**src/rtl/ocmp_pkg.sv**
```systemverilog
package ocmp_pkg;

  typedef enum logic [1:0] {
    UPD_DIRECT    = 2'b00,
    UPD_AT_TOP    = 2'b01,
    UPD_AT_BOTTOM = 2'b10,
    UPD_AT_EITHER = 2'b11
  } upd_mode_e;

  localparam logic [1:0] A_CMP_LO = 2'd0;
  localparam logic [1:0] A_CMP_HI = 2'd1;
  localparam logic [1:0] A_OTH_HI = 2'd2;
  localparam logic [1:0] A_FLAG   = 2'd3;

  // True when the shadow word must be copied into the active word.
  function automatic logic f_commit_due(input logic [1:0] mode,
                                        input logic top,
                                        input logic bot);
    case (mode)
      UPD_AT_TOP:    return top;
      UPD_AT_BOTTOM: return bot;
      UPD_AT_EITHER: return top | bot;
      default:       return 1'b0;
    endcase
  endfunction

  // Next sticky flag value; setting wins over clearing.
  function automatic logic f_flag_next(input logic cur,
                                       input logic set,
                                       input logic clr);
    if (set)      return 1'b1;
    else if (clr) return 1'b0;
    else          return cur;
  endfunction

  // True when the mode routes writes through the shadow word.
  function automatic logic f_is_buffered(input logic [1:0] mode);
    return mode != UPD_DIRECT;
  endfunction

endpackage

```
**src/rtl/ocmp_temp_latch.sv**
```systemverilog
module ocmp_temp_latch #(
  parameter int W = 8
) (
  input  logic         clk,
  input  logic         rst_n,
  input  logic         load,
  input  logic [W-1:0] din,
  output logic [W-1:0] q
);
  always_ff @(posedge clk) begin
    if (!rst_n)    q <= '0;
    else if (load) q <= din;
  end
endmodule

```
**src/rtl/ocmp_hold_regs.sv**
```systemverilog
module ocmp_hold_regs
  import ocmp_pkg::*;
#(
  parameter int CNT_W = 16
) (
  input  logic             clk,
  input  logic             rst_n,
  input  logic             wr_word,
  input  logic [CNT_W-1:0] wr_val,
  input  logic [1:0]       mode,
  input  logic             at_top,
  input  logic             at_bottom,
  output logic [CNT_W-1:0] shadow_q,
  output logic [CNT_W-1:0] active_q,
  output logic             commit_due
);
  logic direct_wr;

  assign commit_due = f_commit_due(mode, at_top, at_bottom);
  assign direct_wr  = wr_word && !f_is_buffered(mode);

  always_ff @(posedge clk) begin
    if (!rst_n) begin
      shadow_q <= '0;
      active_q <= '0;
    end else begin
      if (wr_word) shadow_q <= wr_val;
      if (direct_wr)       active_q <= wr_val;
      else if (commit_due) active_q <= shadow_q;
    end
  end
endmodule

```
**src/rtl/ocmp_match.sv**
```systemverilog
module ocmp_match
  import ocmp_pkg::*;
#(
  parameter int CNT_W = 16
) (
  input  logic             clk,
  input  logic             rst_n,
  input  logic [CNT_W-1:0] count,
  input  logic [CNT_W-1:0] active,
  input  logic             clr_req,
  output logic             eq_now,
  output logic             pulse,
  output logic             flag
);
  assign eq_now = (count == active);

  always_ff @(posedge clk) begin
    if (!rst_n) begin
      pulse <= 1'b0;
      flag  <= 1'b0;
    end else begin
      pulse <= eq_now;
      flag  <= f_flag_next(flag, eq_now, clr_req);
    end
  end
endmodule

```
**src/rtl/ocmp_unit.sv**
```systemverilog
module ocmp_unit
  import ocmp_pkg::*;
#(
  parameter int BUS_W  = 8,
  parameter int CNT_W  = 16,
  parameter int ADDR_W = 2
) (
  input  logic              clk,
  input  logic              rst_n,
  input  logic              bus_wr,
  input  logic [ADDR_W-1:0] bus_addr,
  input  logic [BUS_W-1:0]  bus_wdata,
  output logic [BUS_W-1:0]  bus_rdata,
  input  logic [CNT_W-1:0]  count_val,
  input  logic [1:0]        upd_mode,
  input  logic              at_top,
  input  logic              at_bottom,
  output logic [CNT_W-1:0]  cmp_value,
  output logic              match_pulse,
  output logic              match_flag
);
  localparam int HI_W = CNT_W - BUS_W;

  logic              wr_lo, wr_hi_any, clr_req;
  logic [HI_W-1:0]   temp_q;
  logic [CNT_W-1:0]  shadow_q, active_q, word_in;
  logic              commit_due, eq_now;

  assign wr_lo     = bus_wr && (bus_addr == A_CMP_LO);
  assign wr_hi_any = bus_wr && ((bus_addr == A_CMP_HI) || (bus_addr == A_OTH_HI));
  assign clr_req   = bus_wr && (bus_addr == A_FLAG) && bus_wdata[0];
  assign word_in   = {temp_q, bus_wdata};

  ocmp_temp_latch #(.W(HI_W)) u_temp (
    .clk  (clk),
    .rst_n(rst_n),
    .load (wr_hi_any),
    .din  (bus_wdata[HI_W-1:0]),
    .q    (temp_q)
  );

  ocmp_hold_regs #(.CNT_W(CNT_W)) u_hold (
    .clk       (clk),
    .rst_n     (rst_n),
    .wr_word   (wr_lo),
    .wr_val    (word_in),
    .mode      (upd_mode),
    .at_top    (at_top),
    .at_bottom (at_bottom),
    .shadow_q  (shadow_q),
    .active_q  (active_q),
    .commit_due(commit_due)
  );

  ocmp_match #(.CNT_W(CNT_W)) u_match (
    .clk    (clk),
    .rst_n  (rst_n),
    .count  (count_val),
    .active (active_q),
    .clr_req(clr_req),
    .eq_now (eq_now),
    .pulse  (match_pulse),
    .flag   (match_flag)
  );

  assign cmp_value = active_q;

  always_comb begin
    case (bus_addr)
      A_CMP_LO: bus_rdata = shadow_q[BUS_W-1:0];
      A_CMP_HI: bus_rdata = shadow_q[CNT_W-1:BUS_W];
      A_FLAG:   bus_rdata = {{(BUS_W-1){1'b0}}, match_flag};
      default:  bus_rdata = '0;
    endcase
  end
endmodule

```
**config.mk**
```make
export PLATFORM = sky130hd
export DESIGN_NAME = ocmp_unit
export DESIGN_NICKNAME = d
export VERILOG_FILES = /design/src/rtl/ocmp_pkg.sv /design/src/rtl/ocmp_temp_latch.sv /design/src/rtl/ocmp_hold_regs.sv /design/src/rtl/ocmp_match.sv /design/src/rtl/ocmp_unit.sv
export SDC_FILE = /design/constraint.sdc
export NUM_CORES = 1
export LEC_CHECK = 0
export BUFFER_PORTS_ARGS = -buffer_cell sky130_fd_sc_hd__buf_2
export CAP_MARGIN = 20
export CORE_UTILIZATION = 55
export CTS_CLUSTER_DIAMETER = 60
export CTS_CLUSTER_SIZE = 14
export DETAILED_ROUTE_END_ITERATION = 10
export GPL_ROUTABILITY_DRIVEN = 1
export PLACE_DENSITY = 0.88
export SYNTH_ARGS = -nofsm -noshare
export SYNTH_HDL_FRONTEND = slang
export SYNTH_SLANG_ARGS = --single-unit
export TNS_END_PERCENT = 100
```
**constraint.sdc**
```tcl
create_clock -name clk -period 3.4 [get_ports clk]
set_input_delay 0.34 -clock clk [delete_from_list [all_inputs] [get_ports clk]]
set_output_delay 0.34 -clock clk [all_outputs]
set_load 0.005 [all_outputs]
```
# Yosys cells after proc, flatten, opt, wreduce, memory -nomap -nowiden
# Cells that the tools add are included.
# Widths: inputs -> output; s select.
# word_totals
regBits	42
out_inout_bits	26
wordCells	30
# op_classes
n_eq_ne	7
n_mux	6
bitwise_logic	1
n_reduce_logical	11
# op_table
operator	count
$mux 16	2
$pmux 8 s3	1
$eq 16x16->1	1
$eq 2x2->1 const B	4
$reduce_bool 2->1	3
$logic_and 1x1->1	5
$eq 2x1->1 const B	2
$pmux 1 s3	1
$logic_not 2->1	1
$mux 1	2
$logic_not 1->1	1
$logic_or 1x1->1	1
$or 1x1->1	1

# Depth between registers and ports, before layout
# logic_depth
word_depth	5
mapped_depth	9

# Modules after synthesis
# From an unflattened synthesis, not the netlist that was laid out.
# unflattened
hier_cells	221
area_unflattened_um2	2028.2
# modules_own_cells
module	instances	cells_each	area_each_um2
ocmp_hold_regs	1	142	1300.0
ocmp_temp_latch	1	25	301.5
ocmp_match	1	26	237.7
ocmp_unit	1	28	188.9

# Least setup slack after synthesis
# Ideal clock, no wire load.
# synth_path
kind	input port to flip-flop
startpoint	input port bus_addr[0]
endpoint	register u_hold.active_q[0]
setup_ps	116
arrival_time_ps	1498
t_required_ps	3284
slack_ps	1785
path_stages	8
path_buffers	3
cell_sequence	inv_1 -> ha_1 -> buf_6 -> nand2_4 -> or3_1 -> buf_6 -> buf_6 -> o211a_1
# synth_between
elab_chain_cells	4
elab_cells_between_ends	5
# synth_rtl
element	line	source
from (decl)	ocmp_unit.sv:11	input logic [ADDR_W-1:0] bus_addr,
$logic_not 2->1 (*)	ocmp_unit.sv:29	assign wr_lo = bus_wr && (bus_addr == A_CMP_LO);
$logic_and 1x1->1 (*)	ocmp_unit.sv:29	
$logic_and 1x1->1 (*)	ocmp_hold_regs.sv:20	assign direct_wr = wr_word && !f_is_buffered(mode);
$mux 16 or $reduce_bool 2->1 (tied branches)	n/a	
to (signal assigned)	ocmp_hold_regs.sv:28	if (direct_wr) active_q <= wr_val;
to (signal assigned)	ocmp_hold_regs.sv:29	else if (commit_due) active_q <= shadow_q;
to (decl)	ocmp_hold_regs.sv:14	output logic [CNT_W-1:0] active_q,
# Mark *: on every way between the ends. The rest lies on a longest branch, timed or not.
# A chain may end at the register's enable or synchronous reset.

# Worst setup path after layout
# layout_path
startpoint	input port bus_addr[0]
endpoint	register u_hold.active_q[9]
# The elaborated chain is that of the path after synthesis.

==> metrics.md <==
| Metric | Value |
|---|---|
| Flop pwr share | 0.554 |
| Post-synthesis register bit count | 42 |
| TritonCTS clock tree | built |
| Via count of the first global-routing pass | 1719 |
| Per-instance average area after synthesis | 9.005 sq um |
| Share of synthesized area spent on multiplexers | 0.07633 |
| Resize count post-CTS | 0 |
| Top routing layer used | met4 |
| NetSw | 234.2 uW |
| Highest clock rate | 451.1 MHz |
| Dominant register cell in the synthesized netlist | sky130_fd_sc_hd__dfxtp_1 |
| Number of antenna violations at the first check in global routing | 0 |
| Overflow left after global routing | 0 |
| First drt pass iteration count | 4 |
| FP Rows | 22 |
| Count of yosys warnings during synthesis | 0 |
| Max-cap violations | 0 |
| Part of the Yosys area used for sequential elements | 0.4007 |
| Met1 routed wirelength after detailed routing | 2.064 mm |
| Number of I/O port buffers | 58 |
| Net count after synthesis | 270 |
| Share of total power in the clock network | 0.317 |
| Static leakage | 0.001280 uW |
| Area of the placeable core | 0.003661 sq mm |
| Cell variety after synth | 27 |
| Status | completed |
| First-pass GRT wire length | 7.886 mm |
| WS Path Type | primary input to register |
| Max IR drop VDD | 325.9 uV |
| Final setup TNS | 0 ps |
| Slew Limit Fails | 0 |
| Hold buffer count at cts | 0 |
| Endpoint class of the critical path | register |
| Leading cell types by total area after synthesis | sky130_fd_sc_hd__dfxtp_1, sky130_fd_sc_hd__nand2_1, sky130_fd_sc_hd__a21boi_0 |
| Clock slew at reported path FFs | 70 ps |
| First-iteration detailed-routing DRC count | 87 |
| Pin count of the biggest net entering global routing | 43 |
| Post-route antenna net violation count | 0 |
| Dominant cell by count in the synthesized netlist | sky130_fd_sc_hd__nand2_1 |
| Fraction of the mapped netlist area in simple logic gates | 0.1723 |
| Number of nets in the final layout | 318 |
| Yosys top cell by area | sky130_fd_sc_hd__dfxtp_1 |
| Area share of xor/xnor cells in the synthesized design | 0.06679 |
| Die area | 0.004066 sq mm |
| Synth top cells by count | sky130_fd_sc_hd__nand2_1, sky130_fd_sc_hd__dfxtp_1, sky130_fd_sc_hd__a21boi_0, sky130_fd_sc_hd__mux2i_1, sky130_fd_sc_hd__o211a_1 |
| Post-detailed-routing wire length | 4.772 mm |
| Final Hold Viols | 0 |
| Total length of routed met2 wires | 2.289 mm |
| Setup-failing EPs final | 0 |
| Source of the worst hold timing path | bus_wdata[6] |
| Clock root buffer | sky130_fd_sc_hd__clkbuf_8 |
| DR WL met3 | 350 um |
| Worst Setup Slack, final | 1183 ps |
| ANT cells | 0 |
| Number of buffers created by CTS | 5 |
| Critical path startpoint category | primary input |
| Maximum clock skew at final layout | 2.983 ps |
| Signal arrival time at the worst endpoint | 2400 ps |
| Cell Pwr Density | 386.4 mW/mm^2 |
| Fillcell total | 322 |
| Die height | 63.77 um |
| Share of Yosys cell area claimed by the top area cell type | 0.4007 |
| Final critical-path share of the clock period | 0.6520 |
| Depth of the CTS H-tree | 2 |
| Number of setup buffers added after CTS | 0 |
| Net Sw Frac | 0.2506 |
| Synthesized-area fraction occupied by ao, oa, aoi and oai cells | 0.2057 |
| TritonCTS sink count | 42 |
| Register-to-register setup slack | 1970 ps |
| Final Hold Slack | 317.1 ps |
| Share of synthesized registers carrying an async set or reset | 0 |
| Global-route usage over all layers | 0.2564 |
| Detailed-route vias per instance | 5.435 |
| Number of cells traversed by the worst register-to-register path | 4 |
| Cell area after technology mapping | 0.002098 sq mm |
| Req. time, crit path | 3580 ps |
| Initial Utilization | 0.5731 |
| Critical R2R Capture | u_match.flag |
| Via count | 1788 |
| Synthesis-to-layout area growth | 15.27% |
| Sum of net half-perimeters after detailed placement | 3.309 mm |
| Buffer depth of the longest clock path | 2 |
| Worst-case setup slack after placement | 891.1 ps |
| # DRC | 0 |
| Later-pin clock latency in the skew report | 290 ps |
| Die width | 63.77 um |
| Power share of the combinational group | 0.129 |
| Setup repair after global routing missed its margin | no |
| Maximum fanout along the worst path | 32 |
| Post-Synth Adder-Cell Area | 0.02385 |
| Count of flip-flops with a built-in enable after synthesis | 0 |
| Actual slew at the worst max-slew pin | 1008 ps |
| Post-synthesis instance total | 233 |
| Worst flop-to-flop path startpoint | u_hold.active_q[2] |
| Internal Dissipation | 700.3 uW |
| Dominant combinational cell family by area after synthesis | compound AO/OA/AOI/OAI gates |
| Fraction of final layout cells with drive strength greater than 1 | 0.2349 |
| Average wire per standard cell | 14.50 um |
| Worst relative slew slack | 0.3278 |
| Final Wtd Congestion | 0.8270 |
| Worst Hold Endpoint | u_hold.shadow_q[6] |
| Shortest period the worst path allows | 2217 ps |
| Hold Path Cell Cnt | 3 |
| Worst Hold Class | primary input to register |
| Top-level I/O count | 59 |
cell type report:
class,instances,area [sq um],share of cell area
Inverter,2,7.507,0.003104
Timing Repair Buffer,58,290.3,0.1200
Multi-Input combinational cell,172,1144,0.4728
Sequential cell,42,840.8,0.3476
Clock buffer,7,76.32,0.03156
Tap cell,48,60.06,0.02483
flip-flops by register name (all words and copies together), names as in the netlist:
name,cells
u_match.flag,1
u_match.pulse,1
u_temp.q,8
u_hold.active_q,16
u_hold.shadow_q,16
worst max path at each step:
stage	startpoint	slack (ps)	cells after the start	to
after floorplan	bus_addr[0]	1790	8	u_hold.active_q[0]
after global placement	bus_addr[0]	980	6	u_hold.active_q[1]
after detailed placement	bus_addr[0]	890	6	u_hold.active_q[9]
after CTS	bus_addr[0]	1190	6	u_hold.active_q[9]
after global routing	bus_addr[0]	1020	6	u_hold.active_q[8]
final	bus_addr[0]	1180	6	u_hold.active_q[9]
stage by stage:
stage / area (sq um) / power (uW) / util / cells
after floorplan: 2098 / 601.8 / - / 233
after global placement: 2342 / 646.1 / 0.6398 / 322
after detailed placement: 2342 / 649.3 / 0.6398 / 322
after CTS: 2419 / 941.8 / 0.6606 / 329
after global routing: 2419 / 981.3 / 0.6606 / 329
final: 2419 / 934.4 / 0.6606 / 329
per-layer routing:
layer,up-vias,global-route usage
met5,-,0
met4,0,0.09943
met3,6,0.06429
met2,65,0.4176
met1,824,0.3236
li1,893,-
layout by cell type, fill, tap and decap left out:
cell type / count
sky130_fd_sc_hd__a21boi_0: 23
sky130_fd_sc_hd__a21boi_1: 1
sky130_fd_sc_hd__a222oi_1: 1
sky130_fd_sc_hd__a22oi_1: 7
sky130_fd_sc_hd__a22oi_4: 1
sky130_fd_sc_hd__and2_1: 1
sky130_fd_sc_hd__buf_2: 58
sky130_fd_sc_hd__clkbuf_1: 2
sky130_fd_sc_hd__clkbuf_8: 5
sky130_fd_sc_hd__dfxtp_1: 42
sky130_fd_sc_hd__ha_1: 4
sky130_fd_sc_hd__inv_1: 2
sky130_fd_sc_hd__mux2i_1: 16
sky130_fd_sc_hd__nand2_1: 59
sky130_fd_sc_hd__nand2_4: 1
sky130_fd_sc_hd__nand3_1: 11
sky130_fd_sc_hd__nand4_1: 1
sky130_fd_sc_hd__nor2_1: 8
sky130_fd_sc_hd__nor4_1: 3
sky130_fd_sc_hd__o211a_1: 16
sky130_fd_sc_hd__o31ai_1: 1
sky130_fd_sc_hd__or2_2: 1
sky130_fd_sc_hd__or3_1: 1
sky130_fd_sc_hd__xnor2_1: 8
sky130_fd_sc_hd__xor2_1: 8
power by group through the flow:
stage	registers (uW)	clock network, uW	logic (uW)
floorplan	527	0	74.9
global placement	529	0	117
detailed placement	529	0	120
CTS	518	303	121
global route	519	329	133
finish	518	296	120
critical path, stage by stage:
cell and delay [ps]:
sky130_fd_sc_hd__buf_2 120, sky130_fd_sc_hd__inv_1 80, sky130_fd_sc_hd__ha_1 450, sky130_fd_sc_hd__nand2_4 230, sky130_fd_sc_hd__or3_1 780, sky130_fd_sc_hd__o211a_1 390
cell families (layout without fill, tap and decap cells):
| kind of cell | count (synthesis) | in the layout |
|---|---|---|
| simple gates | 86 | 86 |
| compound gates | 50 | 50 |
| flops | 42 | 42 |
| buf+inv | 19 | 67 |
| xor+xnor | 16 | 16 |
| mux | 16 | 16 |
| fa+ha+maj | 4 | 4 |
Note: power is estimated with default switching activity, not from simulation.
